[src/rtl/dra_pkg.sv]
package dra_pkg;

   parameter int unsigned DRA_CHAINS = 4;

   typedef enum logic [1:0] {
      CH_PRI_TRUE = 2'd0,
      CH_PRI_COMP = 2'd1,
      CH_SPR_TRUE = 2'd2,
      CH_SPR_COMP = 2'd3
   } chain_e;

endpackage

[src/rtl/dra_full_cell.sv]
module dra_full_cell (
   input  logic x,
   input  logic y,
   input  logic cin,
   input  logic sum_flip,
   input  logic carry_flip,
   output logic s,
   output logic co
);
   logic s_raw;
   logic co_raw;

   always_comb begin
      s_raw  = x ^ y ^ cin;
      co_raw = (x & y) | (x & cin) | (y & cin);
      s      = s_raw ^ sum_flip;
      co     = co_raw ^ carry_flip;
   end
endmodule

[src/rtl/dra_ripple_chain.sv]
module dra_ripple_chain #(
   parameter int unsigned WIDTH     = 8,
   parameter bit          COMP_RAIL = 1'b0
) (
   input  logic [WIDTH-1:0] op_x,
   input  logic [WIDTH-1:0] op_y,
   input  logic [WIDTH-1:0] sum_flip,
   input  logic [WIDTH-1:0] carry_flip,
   output logic [WIDTH-1:0] sum_bits,
   output logic [WIDTH-1:0] carry_bits
);
   logic [WIDTH-1:0] x_in;
   logic [WIDTH-1:0] y_in;
   logic             cin0;

   generate
      if (COMP_RAIL) begin : g_comp
         assign x_in = ~op_x;
         assign y_in = ~op_y;
         assign cin0 = 1'b1;
      end else begin : g_true
         assign x_in = op_x;
         assign y_in = op_y;
         assign cin0 = 1'b0;
      end
   endgenerate

   genvar gi;
   generate
      for (gi = 0; gi < WIDTH; gi++) begin : g_bit
         logic cin_i;
         if (gi == 0) begin : g_lsb
            assign cin_i = cin0;
         end else begin : g_mid
            assign cin_i = carry_bits[gi-1];
         end
         dra_full_cell u_cell (
            .x          (x_in[gi]),
            .y          (y_in[gi]),
            .cin        (cin_i),
            .sum_flip   (sum_flip[gi]),
            .carry_flip (carry_flip[gi]),
            .s          (sum_bits[gi]),
            .co         (carry_bits[gi])
         );
      end
   endgenerate
endmodule

[src/rtl/dra_rail_compare.sv]
module dra_rail_compare #(
   parameter int unsigned WIDTH = 8
) (
   input  logic [WIDTH-1:0] rail_t,
   input  logic [WIDTH-1:0] rail_c,
   output logic             mismatch
);
   logic [WIDTH-1:0] same;

   genvar gi;
   generate
      for (gi = 0; gi < WIDTH; gi++) begin : g_cmp
         assign same[gi] = ~(rail_t[gi] ^ rail_c[gi]);
      end
   endgenerate

   assign mismatch = |same;
endmodule

[src/rtl/dra_copy.sv]
module dra_copy #(
   parameter int unsigned WIDTH = 8
) (
   input  logic [WIDTH-1:0] a,
   input  logic [WIDTH-1:0] b,
   input  logic [WIDTH-1:0] t_sum_flip,
   input  logic [WIDTH-1:0] t_carry_flip,
   input  logic [WIDTH-1:0] c_sum_flip,
   input  logic [WIDTH-1:0] c_carry_flip,
   output logic [WIDTH-1:0] sum,
   output logic             cout,
   output logic             sum_err,
   output logic             carry_err
);
   logic [WIDTH-1:0] t_sum, t_carry, c_sum, c_carry;

   dra_ripple_chain #(.WIDTH(WIDTH), .COMP_RAIL(1'b0)) u_true (
      .op_x(a), .op_y(b), .sum_flip(t_sum_flip), .carry_flip(t_carry_flip),
      .sum_bits(t_sum), .carry_bits(t_carry)
   );

   dra_ripple_chain #(.WIDTH(WIDTH), .COMP_RAIL(1'b1)) u_comp (
      .op_x(a), .op_y(b), .sum_flip(c_sum_flip), .carry_flip(c_carry_flip),
      .sum_bits(c_sum), .carry_bits(c_carry)
   );

   dra_rail_compare #(.WIDTH(WIDTH)) u_cmp_sum (
      .rail_t(t_sum), .rail_c(c_sum), .mismatch(sum_err)
   );

   dra_rail_compare #(.WIDTH(WIDTH)) u_cmp_carry (
      .rail_t(t_carry), .rail_c(c_carry), .mismatch(carry_err)
   );

   assign sum  = t_sum;
   assign cout = t_carry[WIDTH-1];

   // a copy with no injected fault never reports one
   always_comb begin
      if ((t_sum_flip | t_carry_flip | c_sum_flip | c_carry_flip) == '0) begin
         a_r4_clean_copy_quiet : assert (!sum_err && !carry_err)
            else $error("copy flagged an error with no fault injected");
      end
   end
endmodule

[src/rtl/dual_rail_sec_adder.sv]
module dual_rail_sec_adder #(
   parameter int unsigned WIDTH = 8
) (
   input  logic [WIDTH-1:0]                     a,
   input  logic [WIDTH-1:0]                     b,
   input  logic [dra_pkg::DRA_CHAINS*WIDTH-1:0] inj_sum,
   input  logic [dra_pkg::DRA_CHAINS*WIDTH-1:0] inj_carry,
   output logic [WIDTH-1:0]                     sum,
   output logic                                 carry_out,
   output logic                                 pri_sum_err,
   output logic                                 pri_carry_err,
   output logic                                 spr_sum_err,
   output logic                                 spr_carry_err,
   output logic                                 uncorrectable
);
   import dra_pkg::*;

   localparam int unsigned OFS_PT = int'(CH_PRI_TRUE) * WIDTH;
   localparam int unsigned OFS_PC = int'(CH_PRI_COMP) * WIDTH;
   localparam int unsigned OFS_ST = int'(CH_SPR_TRUE) * WIDTH;
   localparam int unsigned OFS_SC = int'(CH_SPR_COMP) * WIDTH;
   localparam int unsigned HALF   = 2 * WIDTH;

   generate
      if (WIDTH < 1) begin : g_bad_width
         $error("dual_rail_sec_adder: WIDTH must be at least 1");
      end
      if (DRA_CHAINS != 4) begin : g_bad_chains
         $error("dual_rail_sec_adder: exactly four chains expected");
      end
   endgenerate

   logic [WIDTH-1:0] p_sum, s_sum;
   logic             p_cout, s_cout;

   dra_copy #(.WIDTH(WIDTH)) u_pri (
      .a(a), .b(b),
      .t_sum_flip  (inj_sum  [OFS_PT +: WIDTH]),
      .t_carry_flip(inj_carry[OFS_PT +: WIDTH]),
      .c_sum_flip  (inj_sum  [OFS_PC +: WIDTH]),
      .c_carry_flip(inj_carry[OFS_PC +: WIDTH]),
      .sum(p_sum), .cout(p_cout),
      .sum_err(pri_sum_err), .carry_err(pri_carry_err)
   );

   dra_copy #(.WIDTH(WIDTH)) u_spr (
      .a(a), .b(b),
      .t_sum_flip  (inj_sum  [OFS_ST +: WIDTH]),
      .t_carry_flip(inj_carry[OFS_ST +: WIDTH]),
      .c_sum_flip  (inj_sum  [OFS_SC +: WIDTH]),
      .c_carry_flip(inj_carry[OFS_SC +: WIDTH]),
      .sum(s_sum), .cout(s_cout),
      .sum_err(spr_sum_err), .carry_err(spr_carry_err)
   );

   always_comb begin
      sum           = pri_sum_err   ? s_sum  : p_sum;
      carry_out     = pri_carry_err ? s_cout : p_cout;
      uncorrectable = (pri_sum_err & spr_sum_err) | (pri_carry_err & spr_carry_err);
   end

   logic [WIDTH:0] ref_total;
   logic           pri_clean, spr_clean;

   always_comb begin
      ref_total = {1'b0, a} + {1'b0, b};
      pri_clean = (inj_sum[0 +: HALF] | inj_carry[0 +: HALF]) == '0;
      spr_clean = (inj_sum[HALF +: HALF] | inj_carry[HALF +: HALF]) == '0;
      if (pri_clean && spr_clean) begin
         a_r1_clean_add : assert ({carry_out, sum} == ref_total)
            else $error("fault-free result differs from a+b");
         a_r2_clean_flags : assert (!uncorrectable && !pri_sum_err && !spr_sum_err)
            else $error("fault-free adder raised a flag");
      end
      if (spr_clean && $countones({inj_sum[0 +: HALF], inj_carry[0 +: HALF]}) == 1) begin
         a_r6_primary_fault_masked : assert ({carry_out, sum} == ref_total && !uncorrectable)
            else $error("single primary fault reached the outputs");
      end
      if (pri_clean && $countones({inj_sum[HALF +: HALF], inj_carry[HALF +: HALF]}) == 1) begin
         a_r7_spare_fault_masked : assert ({carry_out, sum} == ref_total && !uncorrectable)
            else $error("single spare fault reached the outputs");
      end
   end
endmodule

[config.mk]
export PLATFORM = sky130hd
export DESIGN_NAME = dual_rail_sec_adder
export DESIGN_NICKNAME = d
export VERILOG_FILES = /design/src/rtl/dra_pkg.sv /design/src/rtl/dra_full_cell.sv /design/src/rtl/dra_ripple_chain.sv /design/src/rtl/dra_rail_compare.sv /design/src/rtl/dra_copy.sv /design/src/rtl/dual_rail_sec_adder.sv
export SDC_FILE = /design/constraint.sdc
export NUM_CORES = 1
export LEC_CHECK = 0
export BUFFER_PORTS_ARGS = -buffer_cell sky130_fd_sc_hd__buf_4
export CORE_ASPECT_RATIO = 1.75
export CORE_UTILIZATION = 50
export DETAILED_ROUTE_END_ITERATION = 7
export PLACE_DENSITY = 0.95
export SETUP_SLACK_MARGIN = 0.1
export SYNTH_ARGS = -nofsm -noshare
export SYNTH_HDL_FRONTEND = slang
export SYNTH_SLANG_ARGS = --single-unit
[constraint.sdc]
create_clock -name vclk -period 18.85
set_clock_uncertainty 0.15 [all_clocks]
set_input_delay 3.77 -clock vclk [all_inputs]
set_output_delay 3.77 -clock vclk [all_outputs]
set_load 0.01 [all_outputs]
-- Word level (Yosys, flattened, before mapping)
Index checks and enable logic that the tools add are counted.
- output and inout port bits: 14
- register bits: 0
- bitwise logic cells: 308
- reductions and logical operators: 4
- multiplexer cells: 2
- operators by type and width (cell ; number):
    $xor 1x1->1 ; 140
    $and 1x1->1 ; 74
    $or 1x1->1 ; 59
    $not 1->1 ; 33
    $reduce_or 8->1 ; 4
    $not 8->8 ; 2
    $mux 8 ; 1
    $mux 1 ; 1

-- Longest topological paths before layout
- depth in word-level cells: 38
- depth in mapped cells: 20
- depth with buffers taken out: 20

-- Cells and area by module
From an unflattened synthesis, not the netlist that was laid out.
- cells, all modules: 215
- area total of the unflattened synthesis: 2044.5 um^2
- by module, submodules not included (module ; sequential area each (um^2) ; area an instance (um^2) ; instances ; cells each):
    dra_full_cell ; 0.0 ; 37.5 ; 32 ; 3
    dra_rail_compare ; 0.0 ; 86.3 ; 4 ; 11
    dra_ripple_chain at u_pri.u_comp ... ; 0.0 ; 116.4 ; 2 ; 24
    dual_rail_sec_adder ; 0.0 ; 152.6 ; 1 ; 11
    dra_ripple_chain at u_pri.u_true ... ; 0.0 ; 56.3 ; 2 ; 8

-- Worst setup path after synthesis
No wires, ideal clock.
- kind: input-to-output
- start: input port a[0]
- end: output port sum[1]
- arrival: 9.259 ns
- stages: 20
- setup slack: 5.671 ns
- data required time: 14.930 ns
- cells stage by stage: ha_1 xor2_1 fa_1 xor2_1 fa_1 xor2_1 fa_1 xor2_1 fa_1 xor2_1 fa_1 xor2_1 fa_1 xor2_1 fa_1 xor2_1 xnor2_1 nor4_4 nand2_4 mux2i_1
- longest elaborated chain between the ends: 35
- elaborated cells between the ends (all ways): 121
- classes of those cells: mux (1); bitwise (119); reduce/logical (1)
- RTL lines (item ; RTL line ; source):
    from (decl) ; dual_rail_sec_adder.sv:4 ; input logic [WIDTH-1:0] a,
    $not 8->8 ; dra_ripple_chain.sv:18 ; assign x_in = ~op_x;
    $and 1x1->1 ; dra_full_cell.sv:15 ; co_raw = (x & y) | (x & cin) | (y & cin);
    $or 1x1->1 (2 in series) ; dra_full_cell.sv:15 ;
    $xor 1x1->1 ; dra_full_cell.sv:17 ; co = co_raw ^ carry_flip;
    $and 1x1->1 ; dra_full_cell.sv:15 ;
    $or 1x1->1 (2 in series) ; dra_full_cell.sv:15 ;
    $xor 1x1->1 ; dra_full_cell.sv:17 ;
    $and 1x1->1 ; dra_full_cell.sv:15 ;
    [... 18 more ...] ; -- ;
    $xor 1x1->1 ; dra_full_cell.sv:17 ;
    $xor 1x1->1 ; dra_full_cell.sv:14 ; s_raw = x ^ y ^ cin;
    $xor 1x1->1 ; dra_full_cell.sv:16 ; s = s_raw ^ sum_flip;
    $xor 1x1->1 ; dra_rail_compare.sv:13 ; assign same[gi] = ~(rail_t[gi] ^ rail_c[gi]);
    $not 1->1 ; dra_rail_compare.sv:13 ;
    $reduce_or 8->1 * ; dra_rail_compare.sv:17 ; assign mismatch = |same;
    named net pri_sum_err ; dual_rail_sec_adder.sv:10 ; output logic pri_sum_err,
    $mux 8 * ; dual_rail_sec_adder.sv:57 ; sum = pri_sum_err ? s_sum : p_sum;
    to (decl) ; dual_rail_sec_adder.sv:8 ; output logic [WIDTH-1:0] sum,
Mark *: on every way through the listed nets, which the timed path passes. The rest lies on a longest branch.

-- Worst setup path after layout
- start: input port a[0]
- end: output port sum[4]
- longest elaborated chain between the ends: 35
- elaborated cells between the ends (all ways): 136
- classes of those cells: mux (1); bitwise (134); reduce/logical (1)
- RTL lines (item ; RTL line):
    $not 8->8 ; dra_ripple_chain.sv:18
    $and 1x1->1 ; dra_full_cell.sv:15
    $or 1x1->1 (2 in series) ; dra_full_cell.sv:15
    $xor 1x1->1 ; dra_full_cell.sv:17
    $and 1x1->1 ; dra_full_cell.sv:15
    $or 1x1->1 (2 in series) ; dra_full_cell.sv:15
    $xor 1x1->1 ; dra_full_cell.sv:17
    $and 1x1->1 ; dra_full_cell.sv:15
    [... 16 more ...] ; --
    $or 1x1->1 (2 in series) ; dra_full_cell.sv:15
    $xor 1x1->1 ; dra_full_cell.sv:17
    $xor 1x1->1 ; dra_full_cell.sv:14
    $xor 1x1->1 ; dra_full_cell.sv:16
    $xor 1x1->1 ; dra_rail_compare.sv:13
    $not 1->1 ; dra_rail_compare.sv:13
    $reduce_or 8->1 ; dra_rail_compare.sv:17
    $mux 8 * ; dual_rail_sec_adder.sv:57
Every way passes the cells marked *; elsewhere a longest branch is shown, timed or not.

==> impl_metrics.json <==
{
  "drv_cap": 0,
  "min_delay_path_depth": 4,
  "required_ns": 14.93,
  "fin_crit_sh": 0.732,
  "fin_nets": 356,
  "die_h_um": 77.2,
  "cts_resized": 0,
  "netlist_instances": 152,
  "ctsHoldBuffers": 0,
  "yosys-top-cells-area": "fa_1 (35%), xor2_1 (29%), xnor2_1 (21%)",
  "yosysTopAreaCell": "fa_1",
  "grt_overflow": 0,
  "firstDrtPassIters": 4,
  "die-area_sq_mm": 0.00347,
  "worstSetupStartpointType": "input port",
  "area_growth_syn_to_layout_pct": 46.8,
  "antenna_found_initial": 0,
  "max_stage_delay_ns": 0.48,
  "drt_iter0_drc": 17,
  "portBuffers": 94,
  "finalSetupViolations": 0,
  "register_area_sq_um": 0,
  "leakage_nw": 1.11,
  "yosysWarnings": 0,
  "grt_pass1_wl_mm": 6.79,
  "yosys.area_share.simple": 0.0751,
  "synth_xor_area_frac": 0.499,
  "hold_path.class": "in -> out",
  "max_freq_ghz": 0.0724,
  "cpLargestDelayFamily": "adder cells",
  "drtAntennaViolNets": 0,
  "cp_max_fo": 9,
  "slew_headroom": 0.773,
  "setup_tns_ns": 0,
  "worstPathCellList": "buf_4 > ha_1 > xor2_1 > fa_1 > xor2_1 > fa_1 > xor2_1 > fa_1 > xor2_1 > fa_1 > xor2_1 > fa_1 > xor2_1 > fa_1 > xor2_1 > fa_1 > xor2_1 > xnor2_1 > nor4_4 > nand2_4 > mux2i_1 > buf_4",
  "slowest_stage": "fa_1",
  "critPathKind": "in -> out",
  "synthMuxAreaShare": 0.0496,
  "wl_per_cell_um": 15.0,
  "vias": 1423,
  "drcViolationCount": 0,
  "yosysSeqAreaShare": 0,
  "period_minus_slack_ns": 13.81,
  "fin_cells": 288,
  "status": "finished clean",
  "grt_max_degree": 10,
  "power_uw": 139,
  "ios": 94,
  "rsz0062_at_grt": "false",
  "n_antenna_cell": 0,
  "syn_avg_cell_area_sq_um": 10.6,
  "synth_cell_types": 19,
  "wl_mm": 4.32,
  "synth_top_area_share": 0.347,
  "synth_top_family_by_area": "XOR/XNOR gates",
  "ir_worst_vdd_mv": 0.0341,
  "routabilityCongestion": 0.898,
  "synth_nets": 261,
  "path_depth": 22,
  "fin_util": 0.763,
  "track_usage": 0.265,
  "routed_via_density": 4.94,
  "layout-drive-gt1-share": 0.392,
  "nClkBuffers": 0,
  "synthAdderAreaFrac": 0.355,
  "synth_compound_area_frac": 0.0147,
  "postCtsSetupRepairBufs": 0,
  "dpl.hpwl_mm": 4.08,
  "max_slew.worst_pin.slew_ns": 0.338,
  "dp_cells": 288,
  "core_area_sq_mm": 0.00311,
  "crit_top_cell": "xor2_1",
  "path_buf_inv": 2,
  "grt_pass1_vias": 1626,
  "slew_viol_final": 0,
  "cp-end-kind": "primary output",
  "start_util": 0.520,
  "hold_violations": 0,
  "netlist_area_sq_mm": 0.00162,
  "p_per_area_mw_per_mm2": 58.5,
  "design.seq.count": 0,
  "critPathArrivalTime_ns": 9.89,
  "die_w_um": 45.0,
  "rows": 27
}
## power by group
| group | leakage [nW] | switching, mW | internal [mW] | total (mW) |
|---|---|---|---|---|
| registers | 0 | 0 | 0 | 0 |
| clock network | 0 | 0 | 0 | 0 |
| logic | 1.11 | 0.0696 | 0.0691 | 0.139 |
## layer usage
| metal | track usage | vias to the layer above | wire, um |
|---|---|---|---|
| met2 | 0.554 | 60 | 2750 |
| li1 | - | 672 | - |
| met5 | 0 | - | 0 |
| met4 | 0.0697 | 0 | 129 |
| met1 | 0.248 | 679 | 1250 |
| met3 | 0.0118 | 12 | 192 |
## placed cells by master (no fill, tap or decap)
cell type | netlist | layout
xor2_1 | 54 | 54
nor2_1 | 1 | 1
o211ai_1 | 1 | 1
nand2_4 | 1 | 1
buf_4 | 0 | 94
a22oi_1 | 1 | 1
nor4_4 | 1 | 1
nand2_1 | 2 | 2
inv_1 | 2 | 2
xnor2_1 | 38 | 38
ha_1 | 1 | 1
nand4_1 | 1 | 1
nor4_1 | 5 | 5
fa_1 | 28 | 28
nor2b_1 | 2 | 2
mux2i_1 | 8 | 8
and4_1 | 1 | 1
nand2b_1 | 3 | 3
a22o_1 | 1 | 1
## synthesized netlist by cell type, types with 2 or more instances
cell type and instances:
nand2b_1 3, nand2_1 2, xnor2_1 38, inv_1 2
fa_1 28, xor2_1 54, nor4_1 5, mux2i_1 8
nor2b_1 2
## area by class of cell
cell class | instances | area (sq um)
Fill cell | 237 | 737
Inverter | 2 | 7.51
Multi-Input combinational cell | 149 | 1600
Tap cell | 43 | 53.8
Timing Repair Buffer | 94 | 706
## cell families after synthesis
logic type / Yosys count
muxes: 8
buffers and inverters: 3
xor gates and xnor gates: 92
adders and majority gates: 29
AOI/OAI and AO/OA: 3
and+or+nand+nor: 17
## path summary, 6_finish.rpt
kind,startpoint,end,slack [ns]
hold / removal,inj_sum[1],sum[1],7.81
setup / recovery,a[0],sum[4],5.04
## through the flow
| stage | hold slack [ns] | cell area [sq um] | setup slack (ns) |
|---|---|---|---|
| after floorplan | 7.63 | 1620 | 5.67 |
| after global placement | 7.81 | 2370 | 5.17 |
| after detailed placement | 7.81 | 2370 | 5.02 |
| after CTS | 7.81 | 2370 | 5.01 |
| after global routing | 7.84 | 2370 | 4.69 |
| final | 7.81 | 2370 | 5.04 |
No activity file was read; power rests on OpenSTA's default activity.
